[config.mk]
export PLATFORM = sky130hd
export DESIGN_NAME = interval_timer_channel
export DESIGN_NICKNAME = d
export VERILOG_FILES = /design/src/rtl/itc_pkg.sv /design/src/rtl/itc_ctrl_regs.sv /design/src/rtl/itc_access_fsm.sv /design/src/rtl/itc_count_core.sv /design/src/rtl/itc_out_ctrl.sv /design/src/rtl/interval_timer_channel.sv
export SDC_FILE = /design/constraint.sdc
export NUM_CORES = 1
export LEC_CHECK = 0
export BUFFER_PORTS_ARGS = -buffer_cell sky130_fd_sc_hd__clkbuf_2
export CORE_UTILIZATION = 65
export DETAILED_ROUTE_END_ITERATION = 8
export PLACE_DENSITY = 0.95
export SYNTH_ARGS = -nofsm -noshare
export SYNTH_HDL_FRONTEND = slang
export SYNTH_SLANG_ARGS = --single-unit
[constraint.sdc]
create_clock -name clk -period 6 [get_ports clk]
set_clock_uncertainty 0.15 [all_clocks]
set_input_delay 0.9 -clock clk [delete_from_list [all_inputs] [get_ports clk]]
set_output_delay 0.9 -clock clk [all_outputs]
set_load 0.1 [all_outputs]
[src/rtl/itc_pkg.sv]
package itc_pkg;

    typedef enum logic [1:0] {
        RUN_IDLE,
        RUN_PENDING,
        RUN_ACTIVE
    } run_t;

    typedef enum logic [1:0] {
        ACC_NONE,
        ACC_WAIT_LO,
        ACC_WAIT_HI
    } acc_t;

    // Encoding is decoded from control byte bits 5:4.
    typedef enum logic [1:0] {
        XFER_LATCH,
        XFER_LO,
        XFER_HI,
        XFER_LOHI
    } xfer_t;

    // Encoding is decoded from control byte bits 3:1.
    typedef enum logic [2:0] {
        OP_TERM_IRQ,
        OP_ONE_SHOT,
        OP_RATE,
        OP_SQUARE,
        OP_SW_STROBE,
        OP_HW_STROBE,
        OP_RSV6,
        OP_RSV7
    } op_t;

    typedef struct packed {
        logic [1:0] sel;
        xfer_t      xfer;
        op_t        op;
        logic       bcd;
    } ctrl_word_t;

endpackage

[src/rtl/itc_ctrl_regs.sv]
module itc_ctrl_regs
    import itc_pkg::*;
#(
    parameter int CHAN_ID = 0
) (
    input  logic       clk,
    input  logic       rst_n,
    input  logic       ctrl_wr,
    input  logic [7:0] cw_byte,
    output logic       cfg_load,
    output xfer_t      cfg_xfer,
    output op_t        cfg_op,
    output op_t        mode_q
);

    localparam logic [1:0] SEL = CHAN_ID[1:0];

    ctrl_word_t cw;
    logic       mode_ok;
    logic       bcd_unused;

    // Decode of the control byte
    always_comb begin
        cw         = ctrl_word_t'(cw_byte);
        bcd_unused = cw.bcd;
        mode_ok    = cw.op inside {OP_TERM_IRQ, OP_ONE_SHOT, OP_RATE, OP_SQUARE};
        cfg_load   = ctrl_wr && (cw.sel == SEL) && (cw.xfer != XFER_LATCH) && mode_ok;
        cfg_xfer   = cw.xfer;
        cfg_op     = cw.op;
    end

    // Operating mode register
    always_ff @(posedge clk) begin
        if (!rst_n) begin
            mode_q <= OP_TERM_IRQ;
        end else if (cfg_load) begin
            mode_q <= cw.op;
        end
    end

endmodule

[src/rtl/itc_access_fsm.sv]
module itc_access_fsm
    import itc_pkg::*;
#(
    parameter int BYTE_W = 8
) (
    input  logic                clk,
    input  logic                rst_n,
    input  logic                cfg_load,
    input  xfer_t               cfg_xfer,
    input  logic                data_wr,
    input  logic [BYTE_W-1:0]   wdata,
    output acc_t                acc_q,
    output logic [2*BYTE_W-1:0] reload_q,
    output logic                count_done
);

    localparam int CNT_W = 2 * BYTE_W;

    acc_t  acc_d;
    xfer_t xfer_q;
    logic  lo_we;
    logic  hi_we;

    // Next state and byte enables
    always_comb begin
        acc_d      = acc_q;
        count_done = 1'b0;
        lo_we      = 1'b0;
        hi_we      = 1'b0;
        if (cfg_load) begin
            acc_d = (cfg_xfer == XFER_HI) ? ACC_WAIT_HI : ACC_WAIT_LO;
        end else if (data_wr) begin
            unique case (acc_q)
                ACC_NONE: begin
                    acc_d = ACC_NONE;
                end
                ACC_WAIT_LO: begin
                    lo_we = 1'b1;
                    if (xfer_q == XFER_LOHI) begin
                        acc_d = ACC_WAIT_HI;
                    end else begin
                        count_done = 1'b1;
                    end
                end
                ACC_WAIT_HI: begin
                    hi_we      = 1'b1;
                    count_done = 1'b1;
                    if (xfer_q == XFER_LOHI) begin
                        acc_d = ACC_WAIT_LO;
                    end
                end
                default: begin
                    acc_d = ACC_NONE;
                end
            endcase
        end
    end

    // State register
    always_ff @(posedge clk) begin
        if (!rst_n) begin
            acc_q  <= ACC_NONE;
            xfer_q <= XFER_LATCH;
        end else begin
            acc_q <= acc_d;
            if (cfg_load) begin
                xfer_q <= cfg_xfer;
            end
        end
    end

    // Reload register
    always_ff @(posedge clk) begin
        if (!rst_n) begin
            reload_q <= '0;
        end else begin
            if (lo_we) begin
                reload_q[BYTE_W-1:0] <= wdata;
            end
            if (hi_we) begin
                reload_q[CNT_W-1:BYTE_W] <= wdata;
            end
        end
    end

endmodule

[src/rtl/itc_count_core.sv]
module itc_count_core
    import itc_pkg::*;
#(
    parameter int CNT_W = 16
) (
    input  logic             clk,
    input  logic             rst_n,
    input  logic             tick,
    input  logic             cfg_load,
    input  logic             count_done,
    input  op_t              mode,
    input  logic [CNT_W-1:0] reload,
    output run_t             run_q,
    output logic [CNT_W-1:0] cnt_q,
    output logic             restart,
    output logic             tc
);

    localparam logic [CNT_W-1:0] ONE = CNT_W'(1);
    localparam logic [CNT_W-1:0] TWO = CNT_W'(2);

    run_t             run_d;
    logic [CNT_W-1:0] cnt_d;
    logic [CNT_W-1:0] step;
    logic             terminal;

    // Terminal detection and next state
    always_comb begin
        restart  = count_done && !cfg_load
                   && !((mode == OP_RATE) && (run_q == RUN_ACTIVE));
        step     = (mode == OP_SQUARE) ? TWO : ONE;
        terminal = (mode == OP_SQUARE) ? ((cnt_q == ONE) || (cnt_q == TWO))
                                       : (cnt_q == ONE);
        tc       = tick && (run_q == RUN_ACTIVE) && terminal && !cfg_load && !restart;
        run_d    = run_q;
        cnt_d    = cnt_q;
        if (cfg_load) begin
            run_d = RUN_IDLE;
        end else if (restart) begin
            run_d = RUN_PENDING;
        end else if (tick) begin
            unique case (run_q)
                RUN_IDLE: begin
                    run_d = RUN_IDLE;
                end
                RUN_PENDING: begin
                    run_d = RUN_ACTIVE;
                    cnt_d = reload;
                end
                RUN_ACTIVE: begin
                    cnt_d = terminal ? reload : (cnt_q - step);
                end
                default: begin
                    run_d = RUN_IDLE;
                end
            endcase
        end
    end

    // State register
    always_ff @(posedge clk) begin
        if (!rst_n) begin
            run_q <= RUN_IDLE;
            cnt_q <= '0;
        end else begin
            run_q <= run_d;
            cnt_q <= cnt_d;
        end
    end

endmodule

[src/rtl/itc_out_ctrl.sv]
module itc_out_ctrl
    import itc_pkg::*;
(
    input  logic clk,
    input  logic rst_n,
    input  logic cfg_load,
    input  op_t  cfg_op,
    input  logic restart,
    input  op_t  mode,
    input  logic tc,
    output logic out_q,
    output logic irq_q
);

    logic out_d;
    logic irq_d;

    // Output level and interrupt event
    always_comb begin
        out_d = out_q;
        irq_d = 1'b0;
        if (cfg_load) begin
            out_d = (cfg_op != OP_TERM_IRQ);
        end else if (restart) begin
            out_d = (mode != OP_TERM_IRQ);
        end else if (tc) begin
            unique case (mode)
                OP_TERM_IRQ, OP_ONE_SHOT, OP_RATE: out_d = 1'b1;
                OP_SQUARE:                         out_d = ~out_q;
                default:                           out_d = out_q;
            endcase
            irq_d = (mode == OP_RATE) || (out_d && !out_q);
        end
    end

    always_ff @(posedge clk) begin
        if (!rst_n) begin
            out_q <= 1'b0;
            irq_q <= 1'b0;
        end else begin
            out_q <= out_d;
            irq_q <= irq_d;
        end
    end

endmodule

[src/rtl/interval_timer_channel.sv]
module interval_timer_channel
    import itc_pkg::*;
#(
    parameter int BYTE_W  = 8,
    parameter int CHAN_ID = 0
) (
    input  logic              clk,
    input  logic              rst_n,
    input  logic              ctrl_wr,
    input  logic              data_wr,
    input  logic [BYTE_W-1:0] wdata,
    input  logic              tick,
    output logic              out_pin,
    output logic              irq
);

    localparam int CNT_W = 2 * BYTE_W;

    logic             cfg_load;
    xfer_t            cfg_xfer;
    op_t              cfg_op;
    op_t              mode_q;
    acc_t             acc_q;
    logic [CNT_W-1:0] reload_q;
    logic             count_done;
    run_t             run_q;
    logic [CNT_W-1:0] cnt_q;
    logic             restart;
    logic             tc;

    itc_ctrl_regs #(
        .CHAN_ID (CHAN_ID)
    ) u_ctrl (
        .clk      (clk),
        .rst_n    (rst_n),
        .ctrl_wr  (ctrl_wr),
        .cw_byte  (wdata[7:0]),
        .cfg_load (cfg_load),
        .cfg_xfer (cfg_xfer),
        .cfg_op   (cfg_op),
        .mode_q   (mode_q)
    );

    itc_access_fsm #(
        .BYTE_W (BYTE_W)
    ) u_access (
        .clk        (clk),
        .rst_n      (rst_n),
        .cfg_load   (cfg_load),
        .cfg_xfer   (cfg_xfer),
        .data_wr    (data_wr),
        .wdata      (wdata),
        .acc_q      (acc_q),
        .reload_q   (reload_q),
        .count_done (count_done)
    );

    itc_count_core #(
        .CNT_W (CNT_W)
    ) u_core (
        .clk        (clk),
        .rst_n      (rst_n),
        .tick       (tick),
        .cfg_load   (cfg_load),
        .count_done (count_done),
        .mode       (mode_q),
        .reload     (reload_q),
        .run_q      (run_q),
        .cnt_q      (cnt_q),
        .restart    (restart),
        .tc         (tc)
    );

    itc_out_ctrl u_out (
        .clk      (clk),
        .rst_n    (rst_n),
        .cfg_load (cfg_load),
        .cfg_op   (cfg_op),
        .restart  (restart),
        .mode     (mode_q),
        .tc       (tc),
        .out_q    (out_pin),
        .irq_q    (irq)
    );

endmodule

==> impl_metrics.csv <==
group,metric,value,unit
placement,portBuffers,14,
clocking,htreeDepth,2,
sta,maxSlewViolCount,0,
sta,rsz0062_at_grt,"false",
grt,grt_usage,32.0,%
grt,antenna_found_initial,0,
yosys,syn-num-nets,304,
yosys,netlist_instances,282,
worst_hold_path,worstHoldPathCells,2,
yosys,synth-edff-count,0,
setup_path,crit_arrival,3.14,ns
sta,holdWs,0.342,ns
worst_hold_path,min_path_type,"reg -> reg",
yosys,ys_warn_count,0,
sta,setup_viol,0,
setup_path,crit_slowest_cell,"dfxtp_1",
placement,dp_hpwl,3960,um
detailed_routing,final_antenna_net_count,0,
setup_path,crit_chain,"nand3b_1 -> ha_1 -> inv_1 -> fa_1 -> or4_4 -> or3_4 -> o311a_1 -> a21oi_1 -> o221ai_1",
clocking,cts_buffer_depth,2,
clocking,cts.sinks,43,
clocking,cts-root-buf,"clkbuf_4",
die,die_h,62.5,um
yosys,synthesis.area,2380,um2
setup_path,critical_path.max_stage_delay,0.47,ns
die,num_io_pins,15,
power_and_ir_drop,p_leak,0.962,nW
setup_path,regToRegEndpoint,"u_core.cnt_q[14]$_SDFFE_PN0P_",
yosys,yosysSeqAreaShare,36.2,%
die,die_area,3900,um2
sta,tns,0,ns
detailed_routing,viasPerCell,6.76,
sta,fmax,0.326,GHz
detailed_routing,vias,2259,
setup_path,critPathKind,"reg -> reg",
grt,grt_overflow,0,
setup_path,startpoint_type,"register",
yosys,avgSynthCellArea,8.43,um2
yosys,synthArstFlopShare,0,%
grt,grt_pass1_vias,2085,
setup_path,reg2reg_depth,9,
setup_path,endpoint_kind,"register",
detailed_routing,drt_iter0_drc,216,
layout,drive_gt1_share,10.8,%
detailed_routing,drc,0,
clocking,cts_buffers,5,
die,die_width,62.5,um
setup_path,crit_fanout,7,
clocking,clk_pin_slew_worst_paths,0.13,ns
sta,finalHoldViolCount,0,
yosys,synth_ff_type,"dfxtp_1",
grt,grt_max_degree,33,
sta,period_needed,3.06,ns
layout,nNetsFinal,309,
worst_hold_path,hp-start,"u_access.xfer_q[0]$_SDFFE_PN0P_",
run_status,status,"completed",
layout,area_growth,4.74,%
clocking,clock_latency,0.37,ns
clocking,cts_resized,0,
sta,tightest_slew,1.10,ns
power_and_ir_drop,p_per_area,213,nW/um2
clocking,tritoncts,"done",
grt,grt_pass1_wl,9820,um
setup_path,r2r_start,"u_ctrl.mode_q[2]$_SDFFE_PN0P_",
layout,antenna_cells,0,
sta,relSlewSlack,26.5,%
run,drv_cap,0,
power_and_ir_drop,max-vdd-ir-drop,0.239,mV
clocking,cts_setup_buffers,0,
setup_path,r2r_setup_slack,2.94,ns
yosys,synth.distinct_cells,57,
layout,n_fill_cell,262,
worst_hold_path,hold_end,"u_access.xfer_q[0]$_SDFFE_PN0P_",
detailed_routing,wirelength,5670,um
placement,place.gp.congestion,0.922,
detailed_routing,wl_per_cell,17.0,um
die,initial_core_util,69.6,%
sta,finalCritPeriodShare,51.1,%
setup_path,cp.required,6.08,ns
detailed_routing,drt-pass1-iter-count,4,
die,fp-row-count,21,
yosys,ys_seq_elements,43,
die,coreArea,3420,um2
clocking,holdBufCountCts,0,
cells in the final DEF, fill, tap and decap left out, drive strengths merged, types with 2 or more instances in the layout:
cell type,n
dfxtp,43
nor2,27
nand2,26
mux2i,20
clkbuf,20
nand3,15
a21oi,14
nor3,13
inv,12
nand4,9
ha,8
nor4,8
or4,7
nand2b,6
o21ai,5
o221ai,5
and3,4
a31oi,3
a211oi,3
o32ai,3
or3,3
o311ai,3
and2,2
a21o,2
nor2b,2
nand4b,2
o211ai,2
o31ai,2
a2111oi,2
flip-flops by register name (all words and copies together), names as in the netlist:
| register | flops |
|---|---|
| u_access.reload_q | 16 |
| u_core.cnt_q | 16 |
| u_ctrl.mode_q | 3 |
| u_access.acc_q | 2 |
| u_access.xfer_q | 2 |
| u_core.run_q | 2 |
| u_out.irq_q | 1 |
| u_out.out_q | 1 |
stage by stage:
stage               area [um2]  utilization (%)  power, mW  worst slack (ns)  std cells
floorplan                 2380                -      0.372              3.26        282
global placement          2440             71.3      0.391              2.92        326
detailed placement        2440             71.3      0.394              2.85        326
CTS                       2490             72.9      0.532              2.95        334
global route              2490             72.9      0.558              2.81        334
finish                    2490             72.9      0.531              2.94        334
metal layers:
layer / part of all wire, % / track usage, % / wire length, um / up-vias
met1: 42 / 42.4 / 2390 / 1080
met5: 0 / 0 / 0 / -
met4: 2.4 / 17.2 / 137 / 0
met2: 47 / 48.0 / 2680 / 97
met3: 8.2 / 7.48 / 467 / 16
li1: - / - / - / 1066
kinds of logic after synthesis:
group / after synthesis / synth area share (%)
AO/OA/AOI/OAI: 55 / 17.1
flip-flops: 43 / 36.2
adder cells (fa/ha/maj): 9 / 5.05
AND/OR/NAND/NOR: 127 / 28.4
buffers and inverters: 28 / 4.79
multiplexers: 20 / 8.42
Yosys cell counts, types with 3 or more instances:
library cell   n  area share [%]
ha_1           8             4.2
nor4_1         7             1.8
nand2_1       26             4.1
a21oi_1       14             2.9
nor3_1        13             2.7
o32ai_1        3             1.1
nand4_1        9             2.4
o221ai_1       4             1.5
nor2_1        27             4.3
a31oi_1        3            0.79
a211oi_1       3            0.95
nand2b_1       6             1.6
clkbuf_1      10             1.6
buf_2          4            0.84
mux2i_1       20             8.4
nand3_1       14             2.9
dfxtp_1       43              36
inv_1         12             1.9
o21ai_0        4            0.84
or4_1          5             1.6
and3_1         3            0.79
how the worst max path moves through the flow:
stage,startpoint,endpoint,slack (ns),depth (start not counted)
final,u_ctrl.mode_q[2]$_SDFFE_PN0P_,u_core.cnt_q[14]$_SDFFE_PN0P_,2.94,9
after global routing,u_ctrl.mode_q[2]$_SDFFE_PN0P_,u_core.cnt_q[14]$_SDFFE_PN0P_,2.81,9
after CTS,u_ctrl.mode_q[2]$_SDFFE_PN0P_,u_core.cnt_q[14]$_SDFFE_PN0P_,2.95,9
after detailed placement,wdata[6],u_access.reload_q[7]$_SDFFE_PN0P_,2.85,6
after global placement,wdata[6],u_access.reload_q[4]$_SDFFE_PN0P_,2.92,6
after floorplan,u_ctrl.mode_q[2]$_SDFFE_PN0P_,u_core.cnt_q[14]$_SDFFE_PN0P_,3.26,9
power by group:
group	total (mW)	leakage [nW]	switching [mW]	internal (mW)
Clock	0.142	0.0282	0.0967	0.0452
Combinational	0.0843	0.586	0.0535	0.0308
Sequential	0.305	0.348	0.00973	0.295
Total	0.531	0.962	0.160	0.371
layout make-up:
cell class,instances,area (um2),share of cell area [%]
clock inverter,2,12.5,0.503
tap,46,57.6,2.31
inverter,12,45.0,1.81
timing repair buffer,14,70.1,2.81
sequential,43,861,34.6
multi-input combinational,211,1400,56.3
clock buffer,6,41.3,1.66
critical path: cells and delay by family, from the launching register on:
kind / cells / cell delay (ns)
flip-flops: 1 / 0.47
buffers and inverters: 1 / 0.05
AND/OR/NAND/NOR: 3 / 1.09
adder cells (fa/ha/maj): 2 / 0.62
AO/OA/AOI/OAI: 3 / 0.55
Power figures use the tool's default switching activity.
